### src/rtl/conv_seq_pkg.sv
package conv_seq_pkg;
    typedef enum logic [1:0] {
        SEQ_IDLE  = 2'd0,
        SEQ_ISSUE = 2'd1,
        SEQ_WAIT  = 2'd2,
        SEQ_READY = 2'd3
    } seq_state_e;
endpackage

### src/rtl/conv_seq_ctrl.sv
module conv_seq_ctrl
    import conv_seq_pkg::*;
#(
    parameter int DEPTH = 4
) (
    input  logic clk,
    input  logic rst_n,
    input  logic trig,
    input  logic hs_mode,
    input  logic rd_active,
    input  logic adc_busy,
    input  logic adc_done,
    output logic adc_start,
    output logic push,
    output logic clear,
    output logic ready,
    output logic adc_pd,
    output logic clk_en
);
    localparam int CW = $clog2(DEPTH + 1);

    typedef struct packed {
        seq_state_e    state;
        logic [CW-1:0] cnt;
        logic [CW-1:0] goal;
        logic          clk_en;
        logic          pd;
    } ctrl_regs_t;

    ctrl_regs_t r_q, r_d;

    always_comb begin
        r_d       = r_q;
        adc_start = 1'b0;
        push      = 1'b0;
        clear     = 1'b0;
        r_d.pd    = rd_active;
        if (rd_active) begin
            r_d.clk_en = 1'b0;
        end
        case (r_q.state)
            SEQ_IDLE, SEQ_READY: begin
                if (trig) begin
                    clear      = 1'b1;
                    r_d.cnt    = '0;
                    r_d.goal   = hs_mode ? CW'(1) : CW'(DEPTH);
                    r_d.state  = SEQ_ISSUE;
                    r_d.clk_en = 1'b1;
                end
            end
            SEQ_ISSUE: begin
                if (!adc_busy) begin
                    adc_start = 1'b1;
                    r_d.state = SEQ_WAIT;
                end
            end
            SEQ_WAIT: begin
                if (adc_done) begin
                    push    = 1'b1;
                    r_d.cnt = r_q.cnt + CW'(1);
                    if (r_q.cnt + CW'(1) == r_q.goal) begin
                        r_d.state = SEQ_READY;
                    end else begin
                        r_d.state = SEQ_ISSUE;
                    end
                end
            end
            default: r_d.state = SEQ_IDLE;
        endcase
    end

    always_ff @(posedge clk) begin
        if (!rst_n) begin
            r_q <= '{state: SEQ_IDLE, cnt: '0, goal: '0, clk_en: 1'b0, pd: 1'b0};
        end else begin
            r_q <= r_d;
        end
    end

    assign ready  = (r_q.state == SEQ_READY);
    assign adc_pd = r_q.pd;
    assign clk_en = r_q.clk_en;
endmodule

### src/rtl/conv_seq_store.sv
module conv_seq_store #(
    parameter int DEPTH  = 4,
    parameter int DATA_W = 12
) (
    input  logic              clk,
    input  logic              rst_n,
    input  logic              clear,
    input  logic              push,
    input  logic [DATA_W-1:0] push_data,
    input  logic              pop,
    output logic [DATA_W-1:0] dout,
    output logic              ovf
);
    localparam int PW = $clog2(DEPTH + 1);
    localparam int IW = (DEPTH > 1) ? $clog2(DEPTH) : 1;

    typedef struct packed {
        logic [DEPTH-1:0][DATA_W-1:0] mem;
        logic [PW-1:0]                ptr;
        logic [DATA_W-1:0]            dout;
        logic                         ovf;
    } store_regs_t;

    store_regs_t s_q, s_d;
    logic [PW-1:0] top_idx;

    assign top_idx = s_q.ptr - PW'(1);

    always_comb begin
        s_d = s_q;
        if (clear) begin
            s_d.ptr  = '0;
            s_d.ovf  = 1'b0;
            s_d.dout = '0;
        end else if (push) begin
            s_d.mem[s_q.ptr[IW-1:0]] = push_data;
            s_d.ptr                  = s_q.ptr + PW'(1);
        end else if (pop) begin
            if (s_q.ptr == '0) begin
                s_d.dout = '0;
                s_d.ovf  = 1'b1;
            end else begin
                s_d.dout = s_q.mem[top_idx[IW-1:0]];
                s_d.ptr  = top_idx;
            end
        end
    end

    always_ff @(posedge clk) begin
        if (!rst_n) begin
            s_q <= '0;
        end else begin
            s_q <= s_d;
        end
    end

    assign dout = s_q.dout;
    assign ovf  = s_q.ovf;
endmodule

### src/rtl/conv_seq_stack.sv
module conv_seq_stack #(
    parameter int DEPTH  = 4,
    parameter int DATA_W = 12
) (
    input  logic              clk,
    input  logic              rst_n,
    input  logic              trig,
    input  logic              hs_mode,
    input  logic              rd_active,
    input  logic              rd_pop,
    output logic [DATA_W-1:0] rd_data,
    output logic              ready,
    output logic              ovf,
    output logic              adc_start,
    input  logic              adc_busy,
    input  logic              adc_done,
    input  logic [DATA_W-1:0] adc_data,
    output logic              adc_pd,
    output logic              clk_en
);
    logic push, clear, pop_ok;

    assign pop_ok = rd_pop & ready;

    conv_seq_ctrl #(.DEPTH(DEPTH)) u_ctrl (
        .clk       (clk),
        .rst_n     (rst_n),
        .trig      (trig),
        .hs_mode   (hs_mode),
        .rd_active (rd_active),
        .adc_busy  (adc_busy),
        .adc_done  (adc_done),
        .adc_start (adc_start),
        .push      (push),
        .clear     (clear),
        .ready     (ready),
        .adc_pd    (adc_pd),
        .clk_en    (clk_en)
    );

    conv_seq_store #(.DEPTH(DEPTH), .DATA_W(DATA_W)) u_store (
        .clk       (clk),
        .rst_n     (rst_n),
        .clear     (clear),
        .push      (push),
        .push_data (adc_data),
        .pop       (pop_ok),
        .dout      (rd_data),
        .ovf       (ovf)
    );
endmodule

### config.mk
export PLATFORM = sky130hd
export DESIGN_NAME = conv_seq_stack
export DESIGN_NICKNAME = d
export VERILOG_FILES = /design/src/rtl/conv_seq_pkg.sv /design/src/rtl/conv_seq_ctrl.sv /design/src/rtl/conv_seq_store.sv /design/src/rtl/conv_seq_stack.sv
export SDC_FILE = /design/constraint.sdc
export NUM_CORES = 1
export LEC_CHECK = 0
export ABC_AREA = 1
export CORE_MARGIN = 4
export CORE_UTILIZATION = 28
export CTS_CLUSTER_SIZE = 10
export DETAILED_ROUTE_END_ITERATION = 6
export SYNTH_ARGS = -nofsm -noshare
export SYNTH_HDL_FRONTEND = slang
export SYNTH_SLANG_ARGS = --single-unit
### constraint.sdc
create_clock -name clk -period 4.7 [get_ports clk]
set_input_delay 0.705 -clock clk [delete_from_list [all_inputs] [get_ports clk]]
set_output_delay 0.705 -clock clk [all_outputs]
set_load 0.01 [all_outputs]
# Yosys cells after proc, flatten, opt, wreduce, memory -nomap -nowiden
# Index checks and enable logic that the tools add are counted.
# classes
n_addsub	3
order_cmp	3
n_eq_ne	8
n_mux	25
bitwise_logic	4
n_reduce_logical	14
# ops
cell	count
bitwise mux 48 bit	1
two-way mux 12 bit	3
binary-select mux 12 bit (select 2 bit)	1
demux 12 bit (select 2 bit)	1
two-way mux 16 bit	1
two-way mux 1 bit	9
two-way mux 3 bit	3
two-way mux 9 bit	1
AND reduction 3 bit	3
!= test 2 bit (second input constant)	4
AND reduction 2 bit	4
adder 3 x 1 -> 3 bit (second input constant)	2
less-than comparator 2 x 3 -> 1 bit (second input constant)	2
one-hot mux 2 bit (3 select lines)	1
one-hot mux 3 bit (2 select lines)	1
two-way mux 5 bit	1
equality test 2 bit (second input constant)	2
two-way mux 2 bit	2
nonzero test 2 bit	2
OR reduction 2 bit	2
equality test 3 bit	1
zero test 3 bit	1
inverter 1 bit	3
subtractor 3 x 1 -> 3 bit (second input constant)	1
5 further kinds	5
# word_totals
reg_bits	74
input_bits	20
output_inout_bits	17

# Depth between registers and ports, before layout
# Gate-level depths: netlist of the first run.
# logic_depth
ltp_word	6
ltp_mapped	11
mapped_depth_nobuf	9

# Hierarchy
# A second synthesis of the first run with hierarchy kept.
# unflattened
cells_unflattened	482
hier_area_um2	3460.8
# by_module_without_submodules
module	instances	cells_per_inst	area_each_um2	seq_area_each_um2
conv_seq_store	1	404	2950.3	1281.2
conv_seq_ctrl	1	76	503.0	180.2
conv_seq_stack	1	2	7.5	0.0

# Least setup slack after synthesis of the first run
# No wires, ideal clock.
# synth_path
path_kind	register to register
from	register u_store.s_q[13] (netlist name)
to	register u_store.s_q, in the netlist u_store.dout[0]
arrival_ns	1.747
required_ns	4.630
setup_slack_ns	2.884
stages_incl_launch_ff	11
period_less_slack_ns	1.816
path_cell_list	dfxtp_1 -> buf_4 -> inv_2 -> buf_4 -> ha_1 -> buf_4 -> buf_1 -> o21ai_0 -> o22ai_1 -> nand2_1 -> a21oi_1
# synth_between
elab_chain_cells	4
# synth_lines
item	line	rtl
start: declaration	conv_seq_store.sv:24	store_regs_t s_q, s_d;
start signal: assignment	conv_seq_store.sv:51	s_q <= '0;
start signal: assignment	conv_seq_store.sv:53	s_q <= s_d;
subtractor 3 x 1 -> 3 bit	conv_seq_store.sv:27	assign top_idx = s_q.ptr - PW'(1);
binary-select mux 12 bit (select 2 bit)	conv_seq_store.sv:43	s_d.dout = s_q.mem[top_idx[IW-1:0]];
two-way mux 12 bit (not written as such)	conv_seq_store.sv:43	
two-way mux 12 bit (*)	conv_seq_store.sv:39	if (s_q.ptr == '0) begin
# Mark *: on every way between the ends. The rest lies on a longest branch, timed or not. The select of a mux whose other input is x is not followed.
# A chain may end at the register's enable or synchronous reset.

# Worst setup path after layout of the first run
# layout_path
from	input adc_busy
to	output adc_start
# layout_between
elab_chain_cells	2
# layout_lines
item	line	rtl
start: declaration	conv_seq_stack.sv:15	input logic adc_busy,
two-way mux 1 bit	conv_seq_ctrl.sv:52	if (!adc_busy) begin
two-way mux 1 bit	conv_seq_ctrl.sv:41	case (r_q.state)
end: declaration	conv_seq_stack.sv:14	output logic adc_start,
# No other way between the ends.

==> results of run 1 <==
-- cells in the final DEF, fill, tap and decap left out, types with 2 or more instances in the layout --
| cell type | synthesis | final |
|---|---|---|
| o21ai_0 | 50 | 50 |
| dfxtp_1 | 73 | 73 |
| nor2_1 | 45 | 45 |
| o21ai_1 | 9 | 9 |
| clkbuf_1 | 9 | 2 |
| nand2_1 | 84 | 84 |
| inv_2 | 2 | 2 |
| buf_4 | 18 | 2 |
| inv_1 | 33 | 33 |
| ha_1 | 9 | 9 |
| a21oi_1 | 64 | 64 |
| clkdlybuf4s50_1 | 0 | 36 |
| o22ai_1 | 5 | 5 |
| nand3_1 | 30 | 30 |
| clkbuf_16 | 0 | 9 |
| nand2_4 | 2 | 2 |
| nand2_2 | 4 | 4 |
| clkinv_2 | 1 | 3 |
-- path summary, 6_finish.rpt --
path / start / endpoint / slack, ns / cells after the start
worst max register to register: u_store.s_q[13]$_SDFFE_PP0P_ / u_store.dout[11]$_SDFFE_PP0P_ / 2.51 / 6
worst max-delay path: adc_busy / adc_start / 2.23 / 3
worst min register to register: u_store.s_q[47]$_SDFFE_PN0P_ / u_store.s_q[47]$_SDFFE_PN0P_ / 0.46 / 2
worst min-delay path: u_store.s_q[47]$_SDFFE_PN0P_ / u_store.s_q[47]$_SDFFE_PN0P_ / 0.46 / 2
-- layout make-up --
cell class / instances / share of cell area, %
clock inverters: 3 / 0.444
well taps: 143 / 4.54
inverters: 37 / 3.62
repair buffers: 38 / 9.52
clock buffers: 12 / 6.25
multi-input cells: 311 / 38.6
flip-flops and latches: 73 / 37.1
-- power breakdown --
group          switching [uW]  leakage (uW)  internal (uW)  total (uW)
logic                    66.8      0.000718           39.9         107
clock network             248      0.000128            367         615
registers                5.47      0.000589            627         632
-- sequential cells by signal, indices dropped and copies added, names as in the netlist --
| signal | flops |
|---|---|
| u_ctrl.adc_pd | 1 |
| u_ctrl.clk_en | 1 |
| u_ctrl.r_q | 7 |
| u_store.dout | 12 |
| u_store.ovf | 1 |
| u_store.s_q | 51 |
-- worst max-delay path: cells and delay by family --
kind | cells | cell delay (ns)
buffers and inverters | 2 | 0.96
and+or+nand+nor | 1 | 0.11
-- metal layers --
layer / vias to the layer above / global-route usage, % / wire (um)
li1: 1515 / - / -
met1: 1430 / 15.8 / 3860
met2: 90 / 20.9 / 4180
met3: 18 / 3.56 / 478
met4: 0 / 4.03 / 176
met5: - / 0 / 0
-- per-stage QoR --
step | cell area [um2] | instances | total power, uW | utilization, % | setup WS [ns]
global placement | 3680 | 602 | 751 | 31.7 | 2.02
CTS | 3940 | 617 | 1370 | 33.9 | 2.22
finish | 3940 | 617 | 1350 | 33.9 | 2.23
detailed placement | 3680 | 602 | 752 | 31.7 | 1.96
floorplan | 3390 | 460 | 709 | - | 2.88
global route | 3940 | 617 | 1410 | 33.9 | 2.15
-- cell families (layout without fill, tap and decap cells) --
family                     count (synthesis)  in the layout  share of synthesized area, %
AOI/OAI and AO/OA                        131            131                          19.7
adders and majority gates                  9              9                          3.32
buffers and inverters                     76             90                          12.0
DFF                                       73             73                          43.1
and+or+nand+nor                          171            171                          21.8
==> results.json, run 1 <==
{
  "gp_congestion": 0.778,
  "antenna_found_initial": 0,
  "synth-seq-area-share_pct": 43.1,
  "cts_resized": 0,
  "post-cts-setup-buffer-count": 0,
  "area_delta_synth_final_pct": 16.3,
  "drv_slew": 0,
  "numCtsBuffers": 9,
  "grt_max_degree": 41,
  "clkTransAtPathRegs_ns": 0.06,
  "num_rows": 39,
  "synth_seq_cells": 73,
  "fmax_mhz": 404,
  "synth_edf_count": 0,
  "grt_pass1_wl_um": 14200,
  "status": "finished, final reports clean",
  "fin_crit_sh_pct": 52.6,
  "crit_slowest_cell": "clkdlybuf4s50_1",
  "critPathLaunchType": "input port",
  "cts.sinks": 73,
  "arrival_ns": 1.77,
  "synthTopCellsByCount": "nand2_1, dfxtp_1, a21oi_1",
  "avgSynthCellArea_um2": 7.37,
  "drc": 0,
  "p_leak_uw": 0.00144,
  "syn_inst": 460,
  "peakVddDrop_v": 0.000171,
  "pin_count": 37,
  "die_height_um": 118,
  "wl_per_cell_um": 14.1,
  "cap_violations": 0,
  "finalSetupViolCount": 0,
  "worstHoldPathType": "reg -> reg",
  "relSlewSlack_pct": 37.9,
  "first_pass_iters": 4,
  "tns_ns": 0,
  "crit_fanout": 2,
  "timing.hold.ws_ns": 0.456,
  "synth.most_common_cell": "nand2_1",
  "synth_warnings": 0,
  "cts_hold_buf": 0,
  "crit_path_end_kind": "output port",
  "syn_area_um2": 3390,
  "core_um2": 11600,
  "worst_pin_slew_ns": 0.928,
  "hpwlAfterDp_um": 5900,
  "fin_nets": 499,
  "worst-setup-path-type": "in -> out",
  "regArea_um2": 1460,
  "required_ns": 3.99,
  "critPathMostFrequentCell": "clkdlybuf4s50_1",
  "cts_tree": "done",
  "root_buffer": "clkbuf_16",
  "die_w_um": 118,
  "insertedDiodeCount": 0,
  "dieArea_um2": 13900,
  "multi_input_area_um2": 1520,
  "start_util_pct": 29.2,
  "routed_wl_um": 8690,
  "vias": 3053,
  "grt_pass1_vias": 2894,
  "portBuffers": 36,
  "synth.area.top_cells": "dfxtp_1, a21oi_1, nand2_1",
  "hold_violations": 0,
  "synth_fp_nets": 489,
  "drive_gt1_share_pct": 6.12,
  "antenna_left": 0,
  "insertion_delay_ns": 0.33,
  "power_density_nw_per_um2": 343,
  "routed_via_density": 4.95,
  "slowest_delay_ns": 0.54,
  "grt_usage_pct": 12.6,
  "htreeDepth": 3,
  "rsz0062_at_grt": "false",
  "overflow": 0,
  "ys.flop_type": "dfxtp_1",
  "synth_top_area_share_pct": 43.1,
  "synthArstFlopShare_pct": 0,
  "ys_types": 29,
  "fin_skew_ns": 0.00859,
  "yosysTopAreaCell": "dfxtp_1",
  "min_period_ns": 2.47,
  "clk_path_buf_depth": 2,
  "fill_cells": 1236,
  "crit_chain": "clkdlybuf4s50_1 -> nor2_1 -> clkdlybuf4s50_1",
  "drt-initial-drc-count": 279
}
Power figures use the tool's default switching activity.
==> run 2: changes to the inputs <==
==> constraint.sdc (replaced) <==
create_clock -name clk -period 2.4 [get_ports clk]
set_input_delay 0.36 -clock clk [delete_from_list [all_inputs] [get_ports clk]]
set_output_delay 0.36 -clock clk [all_outputs]
set_load 0.01 [all_outputs]
==> run 2 against run 1 <==
- wire length shrank 1.7%
- critical path type is now reg -> out
- largest power group is now clock
- worst hold slack barely moved
- non-clock buffer count increased by 7
- combinational power is 98% higher
- critical endpoint unchanged
==> results.json, run 2 (synthesis gave the netlist of run 1 again) <==
{
  "cts.sinks": 73,
  "routed_via_density": 4.80,
  "wl_per_cell_um": 13.7,
  "worst_pin_slew_ns": 0.618,
  "fin_skew_ns": 0.0114,
  "largest_reg_flops": 51,
  "hold_violations": 0,
  "layout_commonest_cell": "nand2_1",
  "cap_violations": 0,
  "die_height_um": 118,
  "area_delta_synth_final_pct": 19.1,
  "routed_wl_um": 8540,
  "min_to": "u_store.s_q[33]$_SDFFE_PN0P_",
  "worstHoldPathType": "reg -> reg",
  "num_rows": 39,
  "drt-initial-drc-count": 248,
  "insertion_delay_ns": 0.33,
  "antenna_left": 0,
  "regToRegEndpoint": "u_store.s_q[40]$_SDFFE_PN0P_",
  "status": "finished, final reports clean",
  "drive_gt1_share_pct": 8.09,
  "dieArea_um2": 13900,
  "crit_chain": "ha_1 -> inv_1 -> nor2_1 -> clkdlybuf4s50_1",
  "drc": 0,
  "grt_max_degree": 41,
  "core_um2": 11600,
  "finish.utilization_pct": 34.8,
  "drv_slew": 0,
  "final_cell_mix": "nand2_1, dfxtp_1, a21oi_1",
  "htreeDepth": 3,
  "setup_slack_ns": 0.443,
  "pin_count": 37,
  "slowest_delay_ns": 0.54,
  "start_util_pct": 29.2,
  "insertedDiodeCount": 0,
  "tns_ns": 0,
  "min_period_ns": 1.96,
  "crit_buf_inv": 2,
  "cts_hold_buf": 0,
  "relSlewSlack_pct": 58.7,
  "portBuffers": 36,
  "reg2reg_slack_ns": 0.53,
  "grt_usage_pct": 12.5,
  "hpwlAfterDp_um": 5840,
  "crit_fanout": 4,
  "arrival_ns": 1.60,
  "gp_congestion": 0.828,
  "crit_slowest_cell": "clkdlybuf4s50_1",
  "numCtsBuffers": 9,
  "largest_register": "u_store.s_q",
  "cts_tree": "done",
  "crit_path_end_kind": "output port",
  "power_density_nw_per_um2": 694,
  "fmax_mhz": 511,
  "r2r_start": "u_ctrl.r_q[8]$_SDFFE_PN0P_",
  "clkTransAtPathRegs_ns": 0.06,
  "cp_num_cells": 4,
  "hp-start": "u_store.s_q[33]$_SDFFE_PN0P_",
  "root_buffer": "clkbuf_16",
  "fin_cells": 625,
  "post-cts-setup-buffer-count": 0,
  "p_leak_uw": 0.00149,
  "grt_pass1_vias": 2875,
  "worst-setup-path-type": "reg -> out",
  "pre_cts_slack_ns": 0.430,
  "fin_nets": 506,
  "place_inst": 609,
  "die_w_um": 118,
  "whs_path_depth": 2,
  "grt_pass1_wl_um": 14200,
  "cts_resized": 0,
  "reg2reg_depth": 8,
  "critPathTopFamily": "buffers and inverters",
  "peakVddDrop_v": 0.000327,
  "critPathLaunchType": "flip-flop",
  "fin_crit_sh_pct": 81.5,
  "vias": 3002,
  "overflow": 0,
  "first_pass_iters": 5,
  "rsz0062_at_grt": "false",
  "antenna_found_initial": 0,
  "finalSetupViolCount": 0,
  "clk_path_buf_depth": 2,
  "required_ns": 2.04
}
[run 2: cell count changes in the layout (fill, tap and decap cells not counted), sizes merged]
cell / change
buf: +7
bufinv: +1
clkbuf: -2
clkinv: +1
clkinvlp: +1
[run 2: per-layer routing]
| metal | global-route usage (%) | share of wire, % |
|---|---|---|
| met5 | 0 | 0 |
| met4 | 4.47 | 2.0 |
| met3 | 3.41 | 6.3 |
| met2 | 19.8 | 45 |
| met1 | 16.4 | 47 |
[run 2: power by group]
group          internal (uW)  switching (uW)  total, uW  leakage (uW)
Sequential              1230            11.3       1240      0.000589
Clock                    834             516       1350      0.000145
Combinational           80.2             132        212      0.000752
Total                   2140             659       2800       0.00149
[run 2: area by class of cell]
cell class / count / area [um2]
clock inverter: 6 / 67.6
sequential: 73 / 1460
tap: 143 / 179
inverter: 37 / 143
multi-input combinational: 311 / 1520
fill: 1208 / 7580
timing repair buffer: 45 / 428
clock buffer: 10 / 239
[run 2: how the worst max path moves through the flow]
stage / to / slack (ns) / startpoint
after floorplan: u_store.dout[0]$_SDFFE_PP0P_ / 0.58 / u_store.s_q[13]$_SDFFE_PP0P_
after global placement: u_store.s_q[14]$_SDFFE_PP0P_ / 0.47 / adc_done
after detailed placement: u_store.s_q[14]$_SDFFE_PP0P_ / 0.43 / adc_done
after CTS: adc_start / 0.42 / u_ctrl.r_q[8]$_SDFFE_PN0P_
after global routing: adc_start / 0.35 / u_ctrl.r_q[8]$_SDFFE_PN0P_
final: adc_start / 0.44 / u_ctrl.r_q[8]$_SDFFE_PN0P_
[run 2: per-stage QoR]
step | hold slack [ns] | cell area [um2] | total power, uW
after floorplan | 0.429 | 3390 | 1390
after global placement | 0.440 | 3730 | 1480
after detailed placement | 0.442 | 3730 | 1480
after CTS | 0.451 | 4040 | 2830
after global routing | 0.463 | 4040 | 2900
final | 0.456 | 4040 | 2800
[run 2: tightest hold or removal path, stage by stage, from the launching register on]
cell,delay [ns]
dfxtp_1,0.30
nand2_1,0.05
a21oi_1,0.05
==> run 3: changes to the inputs <==
==> constraint.sdc (replaced) <==
create_clock -name clk -period 1.75 [get_ports clk]
set_input_delay 0.2625 -clock clk [delete_from_list [all_inputs] [get_ports clk]]
set_output_delay 0.2625 -clock clk [all_outputs]
set_load 0.01 [all_outputs]
==> run 3 against run 2 <==
- first-iteration DRC count shrank 31%
- core utilization up 1.0 points
- setup slack worse by 0.35 ns
- die area did not move
- largest cell class unchanged
- non-clock buffer count up 11
- critical endpoint unchanged
- sequential share of layout area fell by 1.0 points
- critical path type unchanged
- largest power group unchanged
- count of clock-buffer cells in the layout grew 1
- sequential power up 37%
- cell count up 1.8%
- combinational power grew 50%
- wire length unchanged
==> results.json, run 3 (synthesis gave the netlist of run 1 again) <==
{
  "pre_cts_slack_ns": -0.000757,
  "total_power_uw": 3980,
  "peakVddDrop_v": 0.000415,
  "setup_slack_ns": 0.0972,
  "worst-setup-path-type": "reg -> out",
  "fmax_mhz": 605,
  "cts_tree": "done",
  "crit_path_end_kind": "output port",
  "fin_nets": 517,
  "critPathLaunchType": "flip-flop",
  "grt_max_degree": 41,
  "layout_commonest_cell": "nand2_1",
  "status": "finished, final reports clean",
  "critPathTopFamily": "buffers and inverters",
  "core_um2": 11600,
  "relSlewSlack_pct": 75.7,
  "worstHoldPathType": "reg -> reg",
  "cts.sinks": 73,
  "arrival_ns": 1.39,
  "antenna_left": 0,
  "insertion_delay_ns": 0.33,
  "portBuffers": 36,
  "timing.hold.ws_ns": 0.455,
  "routed_wl_um": 8540,
  "vias": 3032,
  "finish.utilization_pct": 35.8,
  "first_pass_iters": 4,
  "slowest_delay_ns": 0.32,
  "rsz0062_at_grt": "false",
  "grt_pass1_wl_um": 14100,
  "htreeDepth": 3,
  "clkTransAtPathRegs_ns": 0.06,
  "gp_congestion": 0.836,
  "largest_reg_flops": 51,
  "grt_pass1_vias": 2850,
  "power_density_nw_per_um2": 958,
  "largest_register": "u_store.s_q",
  "cap_violations": 0,
  "hold_violations": 0,
  "required_ns": 1.49,
  "area_delta_synth_final_pct": 22.6,
  "final_cell_mix": "nand2_1, dfxtp_1, a21oi_1",
  "reg2reg_slack_ns": 0.12,
  "p_leak_uw": 0.00156,
  "drc": 0,
  "crit_chain": "buf_4 -> ha_1 -> inv_1 -> nor2_1 -> dlygate4sd2_1",
  "numCtsBuffers": 9,
  "drive_gt1_share_pct": 10.5,
  "routed_via_density": 4.77,
  "start_util_pct": 29.2,
  "drt-initial-drc-count": 172,
  "antenna_found_initial": 0,
  "crit_fanout": 3,
  "cts_hold_buf": 0,
  "grt_usage_pct": 12.4,
  "crit_slowest_cell": "dfxtp_1",
  "min_period_ns": 1.65,
  "clk_path_buf_depth": 2,
  "regArea_um2": 1460,
  "crit_buf_inv": 3,
  "finalSetupViolCount": 0,
  "insertedDiodeCount": 0,
  "die_height_um": 118,
  "num_rows": 39,
  "fill_cells": 1202,
  "die_w_um": 118,
  "dieArea_um2": 13900,
  "worst_pin_slew_ns": 0.360,
  "fin_skew_ns": 0.0111,
  "multi_input_area_um2": 1520,
  "wl_per_cell_um": 13.4,
  "root_buffer": "clkbuf_16",
  "fin_crit_sh_pct": 94.4,
  "overflow": 0,
  "hpwlAfterDp_um": 6000,
  "pin_count": 37,
  "drv_slew": 0
}
==> run 3: cell count changes in the layout (fill, tap and decap cells not counted), sizes merged <==
cell,before,now
buf,9,20
dlygate4sd2,0,2
bufinv,1,2
clkdlybuf4s50,36,34
inv,36,35
clkbuf,10,11
clkinvlp,2,1
==> run 3: worst paths after layout <==
| kind | to | start | cells after the start |
|---|---|---|---|
| worst min register to register | u_store.s_q[40]$_SDFFE_PN0P_ | u_store.s_q[40]$_SDFFE_PN0P_ | 2 |
| worst min-delay path | u_store.s_q[40]$_SDFFE_PN0P_ | u_store.s_q[40]$_SDFFE_PN0P_ | 2 |
| worst max-delay path | adc_start | u_ctrl.r_q[8]$_SDFFE_PN0P_ | 5 |
| worst max register to register | u_store.s_q[14]$_SDFFE_PP0P_ | u_ctrl.r_q[9]$_SDFFE_PN0P_ | 7 |
==> run 3: repair_timing <==
item,4_1_cts,5_1_grt
endpoints found under the setup margin,2,8
gates resized for setup,2,3
setup buffers,0,2
==> run 3: stage by stage <==
step           instance area [um2]   TNS (ns)  instances
3_5_place_dp                  3810  -0.000757        618
5_1_grt                       4160          0        636
6_report                      4160          0        636
3_3_place_gp                  3810          0        618
4_1_cts                       4130          0        634
2_1_floorplan                 3400          0        460
==> run 3: area by class of cell <==
class / count / area share (%)
clock buffer: 11 / 5.84
clock inverter: 5 / 1.90
inverter: 37 / 3.52
multi-input combinational: 311 / 36.6
sequential: 73 / 35.2
tap: 143 / 4.30
timing repair buffer: 56 / 12.6
==> run 3: worst min-delay path, delay by kind of cell (launching register included) <==
kind | cells | cell delay (ns)
DFF | 1 | 0.29
buffers and inverters | 1 | 0.06
AOI/OAI and AO/OA | 1 | 0.05
==> run 3: where the power goes <==
group / internal [uW] / leakage, uW / switching [uW]
logic: 131 / 0.000816 / 187
registers: 1680 / 0.000589 / 12.0
clock network: 1280 / 0.000159 / 685
==> run 3: metal layers <==
layer / GRT usage, % / vias to the layer above / share of wire (%)
met5: 0 / - / 0
met4: 3.37 / 0 / 1.5
met3: 3.27 / 11 / 4.3
met2: 21.0 / 90 / 47
met1: 15.6 / 1378 / 47
li1: - / 1553 / -
